### config.mk
export PLATFORM = sky130hd
export DESIGN_NAME = iotlb_lockable
export DESIGN_NICKNAME = d
export VERILOG_FILES = /design/src/rtl/iotlb_pkg.sv /design/src/rtl/iotlb_slot.sv /design/src/rtl/iotlb_lockreg.sv /design/src/rtl/iotlb_lookup.sv /design/src/rtl/iotlb_lockable.sv
export SDC_FILE = /design/constraint.sdc
export NUM_CORES = 2
export LEC_CHECK = 0
export ABC_AREA = 1
export BUFFER_PORTS_ARGS = -buffer_cell sky130_fd_sc_hd__buf_2
export CORE_MARGIN = 2
export CORE_UTILIZATION = 50
export DETAILED_ROUTE_END_ITERATION = 10
export MAX_ROUTING_LAYER = met4
export PLACE_DENSITY = 0.73
export SYNTH_ARGS = -nofsm -noshare
export SYNTH_HDL_FRONTEND = slang
export SYNTH_HIERARCHICAL = 1
export SYNTH_SLANG_ARGS = --single-unit
export TNS_END_PERCENT = 1
### constraint.sdc
create_clock -name clk -period 5.8 [get_ports clk]
set_input_delay 1.45 -clock clk [delete_from_list [all_inputs] [get_ports clk]]
set_output_delay 1.45 -clock clk [all_outputs]
set_load 0.01 [all_outputs]
### src/rtl/iotlb_pkg.sv
`timescale 1ns/1ps
package iotlb_pkg;
  typedef enum logic [1:0] {
    PG_4K  = 2'd0,
    PG_64K = 2'd1,
    PG_1M  = 2'd2,
    PG_16M = 2'd3
  } pg_size_e;

  // Number of address bits inside a page of the given size code.
  function automatic int unsigned off_bits(logic [1:0] sz);
    return 32'd12 + 32'd4 * 32'(sz);
  endfunction
endpackage

### src/rtl/iotlb_slot.sv
`timescale 1ns/1ps
module iotlb_slot #(
  parameter int VA_W   = 32,
  parameter int PA_W   = 32,
  parameter int ATTR_W = 4
) (
  input  logic              clk,
  input  logic              rst_n,
  input  logic              wr_en,
  input  logic [VA_W-1:0]   wr_tag,
  input  logic [1:0]        wr_size,
  input  logic              wr_prsv,
  input  logic [PA_W-1:0]   wr_pa,
  input  logic [ATTR_W-1:0] wr_attr,
  input  logic              kill,
  input  logic [VA_W-1:0]   lk_addr,
  input  logic [VA_W-1:0]   fl_addr,
  output logic              valid,
  output logic [VA_W-1:0]   tag,
  output logic [1:0]        size,
  output logic              prsv,
  output logic [PA_W-1:0]   pa,
  output logic [ATTR_W-1:0] attr,
  output logic              lk_match,
  output logic              fl_match
);
  import iotlb_pkg::*;

  function automatic logic covers(logic [VA_W-1:0] a, logic [VA_W-1:0] t, logic [1:0] sz);
    logic [VA_W-1:0] m;
    m = {VA_W{1'b1}} << off_bits(sz);
    return ((a ^ t) & m) == '0;
  endfunction

  always_ff @(posedge clk) begin
    if (!rst_n) begin
      valid <= 1'b0;
      tag   <= '0;
      size  <= '0;
      prsv  <= 1'b0;
      pa    <= '0;
      attr  <= '0;
    end else if (kill) begin
      valid <= 1'b0;
    end else if (wr_en) begin
      valid <= 1'b1;
      tag   <= wr_tag;
      size  <= wr_size;
      prsv  <= wr_prsv;
      pa    <= wr_pa;
      attr  <= wr_attr;
    end
  end

  assign lk_match = valid && covers(lk_addr, tag, size);
  assign fl_match = valid && covers(fl_addr, tag, size);


  kill_clears_chk: assert property (@(posedge clk) disable iff (!rst_n)
    kill |=> !valid);

  write_lands_chk: assert property (@(posedge clk) disable iff (!rst_n)
    (wr_en && !kill) |=> (valid && tag == $past(wr_tag) && pa == $past(wr_pa)));
endmodule

### src/rtl/iotlb_lockreg.sv
`timescale 1ns/1ps
module iotlb_lockreg #(
  parameter int N  = 8,
  parameter int BW = $clog2(N + 1),
  parameter int VW = $clog2(N)
) (
  input  logic          clk,
  input  logic          rst_n,
  input  logic          clr,
  input  logic          wr_en,
  input  logic [BW-1:0] base_in,
  input  logic [VW-1:0] vict_in,
  input  logic          ld_req,
  input  logic          ld_prsv,
  output logic [BW-1:0] base,
  output logic [VW-1:0] vict,
  output logic          ld_ok,
  output logic          ld_rej
);
  localparam logic [BW-1:0] FULL  = BW'(N);
  localparam logic [VW-1:0] LASTV = VW'(N - 1);

  logic [BW-1:0] nb, inc, vict_w;
  logic [VW-1:0] nv;

  assign vict_w = BW'(vict);
  assign ld_ok  = ld_req && (base < FULL) && (vict_w >= base);
  assign ld_rej = ld_req && !ld_ok;
  assign inc    = vict_w + BW'(1);

  always_comb begin
    nb = base;
    nv = vict;
    if (clr) begin
      nb = '0;
      nv = '0;
    end else if (ld_ok) begin
      nb = ld_prsv ? inc : base;
      if (inc == FULL) nv = (nb == FULL) ? '0 : VW'(nb);
      else             nv = VW'(inc);
    end else if (wr_en && !ld_req) begin
      nb = (base_in > FULL) ? FULL : base_in;
      nv = (vict_in > LASTV) ? LASTV : vict_in;
    end
  end

  always_ff @(posedge clk) begin
    if (!rst_n) begin
      base <= '0;
      vict <= '0;
    end else begin
      base <= nb;
      vict <= nv;
    end
  end


  base_range_chk: assert property (@(posedge clk) disable iff (!rst_n)
    base <= FULL);

  clear_lock_chk: assert property (@(posedge clk) disable iff (!rst_n)
    clr |=> (base == '0 && vict == '0));

  vict_step_chk: assert property (@(posedge clk) disable iff (!rst_n)
    (ld_ok && !clr && !ld_prsv && vict != LASTV) |=> vict == $past(vict) + VW'(1));

  reject_hold_chk: assert property (@(posedge clk) disable iff (!rst_n)
    (ld_rej && !clr) |=> ($stable(base) && $stable(vict)));
endmodule

### src/rtl/iotlb_lookup.sv
`timescale 1ns/1ps
module iotlb_lookup #(
  parameter int N      = 8,
  parameter int VA_W   = 32,
  parameter int PA_W   = 32,
  parameter int ATTR_W = 4,
  parameter int VW     = $clog2(N)
) (
  input  logic                        clk,
  input  logic                        rst_n,
  input  logic                        lk_valid,
  input  logic [VA_W-1:0]             lk_addr,
  input  logic [N-1:0]                match,
  input  logic [N-1:0][PA_W-1:0]      s_pa,
  input  logic [N-1:0][ATTR_W-1:0]    s_attr,
  input  logic [N-1:0][1:0]           s_size,
  output logic                        hit,
  output logic                        miss,
  output logic [PA_W-1:0]             pa,
  output logic [ATTR_W-1:0]           attr
);
  import iotlb_pkg::*;

  function automatic logic [PA_W-1:0] xlate(logic [PA_W-1:0] base, logic [VA_W-1:0] a,
                                            logic [1:0] sz);
    logic [PA_W-1:0] m;
    m = {PA_W{1'b1}} << off_bits(sz);
    return (base & m) | (PA_W'(a) & ~m);
  endfunction

  logic          any;
  logic [VW-1:0] sel;

  // lowest index wins: scan downward so the last assignment is the smallest index
  always_comb begin
    any = 1'b0;
    sel = '0;
    for (int i = N - 1; i >= 0; i--) begin
      if (match[i]) begin
        any = 1'b1;
        sel = VW'(i);
      end
    end
  end

  always_ff @(posedge clk) begin
    if (!rst_n || !lk_valid) begin
      hit  <= 1'b0;
      miss <= 1'b0;
      pa   <= '0;
      attr <= '0;
    end else begin
      hit  <= any;
      miss <= !any;
      pa   <= any ? xlate(s_pa[sel], lk_addr, s_size[sel]) : '0;
      attr <= any ? s_attr[sel] : '0;
    end
  end


  hit_miss_excl_chk: assert property (@(posedge clk) disable iff (!rst_n)
    $onehot0({hit, miss}));

  answer_needs_req_chk: assert property (@(posedge clk) disable iff (!rst_n)
    (hit || miss) |-> $past(lk_valid));

  miss_zero_chk: assert property (@(posedge clk) disable iff (!rst_n)
    miss |-> (pa == '0 && attr == '0));
endmodule

### src/rtl/iotlb_lockable.sv
`timescale 1ns/1ps
module iotlb_lockable #(
  parameter int N      = 8,
  parameter int VA_W   = 32,
  parameter int PA_W   = 32,
  parameter int ATTR_W = 4,
  parameter int BW     = $clog2(N + 1),
  parameter int VW     = $clog2(N)
) (
  input  logic              clk,
  input  logic              rst_n,
  input  logic              lock_we,
  input  logic [BW-1:0]     lock_base_wr,
  input  logic [VW-1:0]     lock_vict_wr,
  output logic [BW-1:0]     lock_base,
  output logic [VW-1:0]     lock_vict,
  input  logic              ld_stb,
  input  logic [VA_W-1:0]   ld_tag,
  input  logic [1:0]        ld_size,
  input  logic              ld_prsv,
  input  logic [PA_W-1:0]   ld_pa,
  input  logic [ATTR_W-1:0] ld_attr,
  output logic              ld_err,
  output logic              rd_valid,
  output logic              rd_prsv,
  output logic [VA_W-1:0]   rd_tag,
  output logic [1:0]        rd_size,
  output logic [PA_W-1:0]   rd_pa,
  output logic [ATTR_W-1:0] rd_attr,
  input  logic              flush_addr_stb,
  input  logic [VA_W-1:0]   flush_addr,
  input  logic              flush_all_stb,
  input  logic              lk_valid,
  input  logic [VA_W-1:0]   lk_addr,
  output logic              lk_hit,
  output logic              lk_miss,
  output logic [PA_W-1:0]   lk_pa,
  output logic [ATTR_W-1:0] lk_attr
);
  // one operation per cycle, highest priority first
  logic do_fa, do_fl, do_ld, ld_ok, ld_rej;
  assign do_fa = flush_all_stb;
  assign do_fl = flush_addr_stb && !do_fa;
  assign do_ld = ld_stb && !do_fa && !do_fl;

  logic [N-1:0]              s_vld, s_prs, lk_m, fl_m;
  logic [N-1:0][VA_W-1:0]    s_tag;
  logic [N-1:0][1:0]         s_size;
  logic [N-1:0][PA_W-1:0]    s_pa;
  logic [N-1:0][ATTR_W-1:0]  s_attr;
  logic [N-1:0]              slot_kill;

  iotlb_lockreg #(.N(N), .BW(BW), .VW(VW)) u_lock (
    .clk(clk), .rst_n(rst_n), .clr(do_fa),
    .wr_en(lock_we && !do_fa && !do_fl), .base_in(lock_base_wr), .vict_in(lock_vict_wr),
    .ld_req(do_ld), .ld_prsv(ld_prsv),
    .base(lock_base), .vict(lock_vict), .ld_ok(ld_ok), .ld_rej(ld_rej)
  );

  for (genvar g = 0; g < N; g++) begin : g_slot
    assign slot_kill[g] = do_fa || (do_fl && fl_m[g]);
    iotlb_slot #(.VA_W(VA_W), .PA_W(PA_W), .ATTR_W(ATTR_W)) u_slot (
      .clk(clk), .rst_n(rst_n),
      .wr_en(ld_ok && lock_vict == VW'(g)),
      .wr_tag(ld_tag), .wr_size(ld_size), .wr_prsv(ld_prsv), .wr_pa(ld_pa), .wr_attr(ld_attr),
      .kill(slot_kill[g]), .lk_addr(lk_addr), .fl_addr(flush_addr),
      .valid(s_vld[g]), .tag(s_tag[g]), .size(s_size[g]), .prsv(s_prs[g]),
      .pa(s_pa[g]), .attr(s_attr[g]), .lk_match(lk_m[g]), .fl_match(fl_m[g])
    );
  end

  iotlb_lookup #(.N(N), .VA_W(VA_W), .PA_W(PA_W), .ATTR_W(ATTR_W), .VW(VW)) u_look (
    .clk(clk), .rst_n(rst_n), .lk_valid(lk_valid), .lk_addr(lk_addr), .match(lk_m),
    .s_pa(s_pa), .s_attr(s_attr), .s_size(s_size),
    .hit(lk_hit), .miss(lk_miss), .pa(lk_pa), .attr(lk_attr)
  );

  always_ff @(posedge clk) begin
    if (!rst_n) ld_err <= 1'b0;
    else        ld_err <= ld_rej;
  end

  assign rd_valid = s_vld[lock_vict];
  assign rd_prsv  = s_prs[lock_vict];
  assign rd_tag   = s_tag[lock_vict];
  assign rd_size  = s_size[lock_vict];
  assign rd_pa    = s_pa[lock_vict];
  assign rd_attr  = s_attr[lock_vict];


  err_source_chk: assert property (@(posedge clk) disable iff (!rst_n)
    ld_err |-> ($past(ld_stb) && !$past(flush_all_stb) && !$past(flush_addr_stb)));

  flush_all_empty_chk: assert property (@(posedge clk) disable iff (!rst_n)
    flush_all_stb |=> (s_vld == '0));

  flush_blocks_load_chk: assert property (@(posedge clk) disable iff (!rst_n)
    (flush_addr_stb && !flush_all_stb) |=> $stable(lock_vict) && $stable(lock_base));
endmodule

==> results by group <==
Timing
  – Fin. Hold Viols: 0
  – Fin Clk Skew: 0.0204 ns
  – Period utilization: between 80% and 90%
  – WHS: 0.513 ns
  – Worst Max-Slew Pin Slew: between 1 and 1.5 ns
  – Fin crit period: ~5.0 ns
  – Max Freq: about 200 MHz
  – Setup TNS: 0 ns
  – Final slew viol count: 0
  – Slew margin rel.: 11.7%
  – Unrepaired setup endpoints after global routing: no
  – Setup-failing EPs final: 0

Synth
  – Post-synth top area cell: dfxtp_1
  – Yosys warnings: 6
  – Mapped Area: roughly 0.04 sq mm
  – EDFF count, synth: 0
  – FFs w/ async S/R, synth: 0%
  – Sequential area share after synthesis: 30.5%
  – Post-Synthesis Cells: between 7,000 and 8,000
  – Synth Flop Type: dfxtp_1
  – Synth top area cells: dfxtp_1, nand2_1, nor2_1
  – Syn Nets: between 7,000 and 8,000
  – Synth Register Bits: approximately 620
  – Share of the synthesized area in the top cell type: between 30% and 40%
  – Distinct cell type count after synthesis: 35
  – Synthesized area per cell: between 5 and 6 sq um

Worst setup path
  – Critical path's slowest cell: dfxtp_4
  – Critical-path cell list: buf_12 > nand2_1 > nand2_1 > nand2_1 > nand2_1 > nand2_1 > nand2_1 > buf_2
  – Most common cell on crit path: nand2_1
  – Delay-heaviest family, CP: buffers and inverters
  – CP startpoint kind: flip-flop
  – Worst setup EP type: output port
  – Crit path arrival time: ~3.6 ns
  – Crit Path Max Fanout: ~210
  – Worst path required time: 4.35 ns
  – Worst Path Buf+Inv: 2
  – Delay of the slowest cell on the worst path: 0.80 ns
  – CP Class: reg -> out

Placed design
  – Gp weighted congestion: 1.00
  – Detailed placement HPWL: between 90 and 100 mm
  – Placed cell area: between 0.04 and 0.05 sq mm
  – Placed insts: about 8,100
  – IO Port Bufs: ~260

Layout
  – Post-route design area: 0.0444 sq mm
  – Area delta synth->final: 8.66%
  – NumNets Final: ~7,300
  – Register area: about 0.012 sq mm
  – Final Non-Filler Cells: 8,241
  – Fin util: between 50% and 60%
  – Share of cells above drive strength 1: roughly 7.1%
  – Multi-input logic area: between 0.02 and 0.025 sq mm
  – Filler Cell Count: 8,137

Global route
  – GRT Overall Usage: 37.1%
  – Initial antenna violation count: 17
  – Pin count of the biggest net entering global routing: between 200 and 250
  – First-pass GRT wire length: roughly 240 mm
  – Gr ovfl total: 0
  – Vias in the first global route: 40,000

Outcome
  – Status: complete, no violations

Floorplanning
  – Io pins: ~270
  – Width of the die: between 200 and 300 um
  – Rows: between 100 and 150
  – Die Span Y: 290 um
  – Core Area: ~0.081 sq mm
  – Starting density of the core: around half
  – Area of the die: about 0.084 sq mm

Power and ir drop
  – Leakage power: approximately 23 nW
  – Max VDD drop: approximately 0.25 mV
  – Pwr dens: around 230 mW/mm^2

Drt
  – Drt initial violations: between 5,000 and 6,000
  – ANT nets after route: 0
  – First-pass iteration count of the detailed router: 6
  – Residual DRC: 0
  – WL/cell: around 19 um
  – Via/cell ratio: roughly 5.5
  – Drt total wl: about 160 mm
  – Via count: 45,000

Clock tree
  – H-tree Lvls: 3
  – Post-cts resize count: 0
  – Root Buffer: clkbuf_16
  – Clk_lat worst skew: approximately 0.64 ns
  – Cts hold-fix bufs: 0
  – Clock Tree Buf Depth: 3
  – Total CTS buffers: between 70 and 80
  – CTS tree: built
  – Reg clk slew, reported paths: ~0.060 ns
  – Sink Count: just over 600
  – Post-CTS setup buffer count: 0

Flow run
  – Number of max-cap violations: 0

Worst hold path
  – Hold Crit Class: reg -> reg
flip-flops by register name, summed over array words and instances, names as in the netlist:
signal / count
u_lock/base: 4
u_look/attr: 4
g_slot.u_slot/tag: 256
ld_err: 1
u_look/miss: 1
u_look/pa: 32
g_slot.u_slot/valid: 8
g_slot.u_slot/attr: 32
g_slot.u_slot/size: 16
g_slot.u_slot/prsv: 8
g_slot.u_slot/pa: 256
u_lock/vict: 3
u_look/hit: 1
logic make-up (layout without fill, tap and decap cells):
kind of cell    after synthesis  in the layout  share of synthesized area (%)
buf+inv                    1078           1162                           12.0
other cells                   0             18                              0
fa+ha+maj                    40             40                           1.22
compound gates              872            872                           10.8
flops                       622            622                           30.5
xor+xnor                    145            145                           3.11
simple gates               4322           4322                           42.4
synth_stat cells (2+ instances only):
| library cell | n |
|---|---|
| nor3_2 | 2 |
| xnor2_1 | 9 |
| dfxtp_1 | 622 |
| nor2_4 | 9 |
| inv_1 | 686 |
| nand3b_1 | 30 |
| or2_2 | 2 |
| nand2_1 | 2703 |
| nand4_1 | 8 |
| o21ai_0 | 628 |
| ha_1 | 40 |
| clkbuf_1 | 130 |
| o211ai_1 | 13 |
| nor2_2 | 2 |
| inv_2 | 20 |
| nand2_4 | 9 |
| xor2_1 | 136 |
| and3_1 | 12 |
| buf_4 | 41 |
| a21oi_1 | 202 |
| buf_6 | 76 |
| buf_1 | 18 |
| clkbuf_2 | 8 |
| or2_1 | 65 |
| clkinv_2 | 8 |
| nand2_2 | 11 |
| nand3_1 | 447 |
| nor2_1 | 1019 |
| o21ai_1 | 25 |
| buf_2 | 91 |
| o21bai_1 | 3 |
worst paths after layout:
path / startpoint / to / slack [ns] / depth (start not counted)
worst max-delay path: u_lock/vict[0] / rd_tag[12] / 0.79 / 8
worst min register to register: g_slot[2].u_slot/tag[1] / g_slot[2].u_slot/tag[1] / 0.51 / 2
worst min-delay path: g_slot[2].u_slot/tag[1] / g_slot[2].u_slot/tag[1] / 0.51 / 2
worst max register to register: g_slot[6].u_slot/size[0] / u_look/pa[6] / 0.98 / 30
routing by layer:
| layer | GRT usage, % | vias up | wire [um] |
|---|---|---|---|
| li1 | - | 21800 | - |
| met1 | 47.6 | 20300 | 63600 |
| met2 | 55.7 | 2449 | 68100 |
| met3 | 6.92 | 448 | 17300 |
| met4 | 19.3 | 0 | 8340 |
| met5 | - | - | 0 |
final cells by class:
| class | count | area share (%) |
|---|---|---|
| repair buffers | 316 | 4.09 |
| multi-input cells | 5379 | 53.0 |
| diodes | 18 | 0.101 |
| well taps | 1060 | 2.99 |
| inverters | 714 | 6.14 |
| flip-flops and latches | 622 | 28.1 |
| clock buffers | 108 | 5.03 |
| clock inverters | 24 | 0.611 |
through the flow:
step / total power [W] / worst slack, ns
finish: 0.0101 / 0.787
global route: 0.0104 / 0.569
CTS: 0.0101 / 1.04
detailed placement: 0.00532 / 0.490
global placement: 0.00531 / 0.567
floorplan: 0.00492 / 1.71
power by group:
part           leakage (nW)  total [W]  switching, W  internal (W)
Clock                  1.23    0.00486       0.00200       0.00286
Combinational          17.2   0.000917      0.000669      0.000249
Sequential             5.01    0.00434     0.0000429       0.00430
Total                  23.5     0.0101       0.00271       0.00741
worst register-to-register path, delay by kind of cell, from the launching register on:
kind | cells | cell delay, ns
AO/OA/AOI/OAI | 3 | 0.61
flip-flops | 1 | 0.47
adder cells (fa/ha/maj) | 2 | 0.61
buffers and inverters | 7 | 0.67
AND/OR/NAND/NOR | 18 | 2.39
placed cells by master, fill, tap and decap left out, types with 18 or more instances in the layout:
| master | netlist | layout |
|---|---|---|
| buf_4 | 41 | 47 |
| inv_1 | 686 | 685 |
| nor2_1 | 1019 | 1019 |
| dfxtp_1 | 622 | 619 |
| buf_2 | 91 | 261 |
| clkbuf_16 | 0 | 77 |
| a21oi_1 | 202 | 201 |
| o21ai_1 | 25 | 25 |
| nand2_1 | 2703 | 2703 |
| ha_1 | 40 | 40 |
| or2_1 | 65 | 65 |
| clkinv_2 | 8 | 20 |
| nand3b_1 | 30 | 30 |
| xor2_1 | 136 | 136 |
| diode_2 | 0 | 18 |
| clkbuf_8 | 0 | 19 |
| nand3_1 | 447 | 447 |
| o21ai_0 | 628 | 628 |
Power figures use the tool's default switching activity.
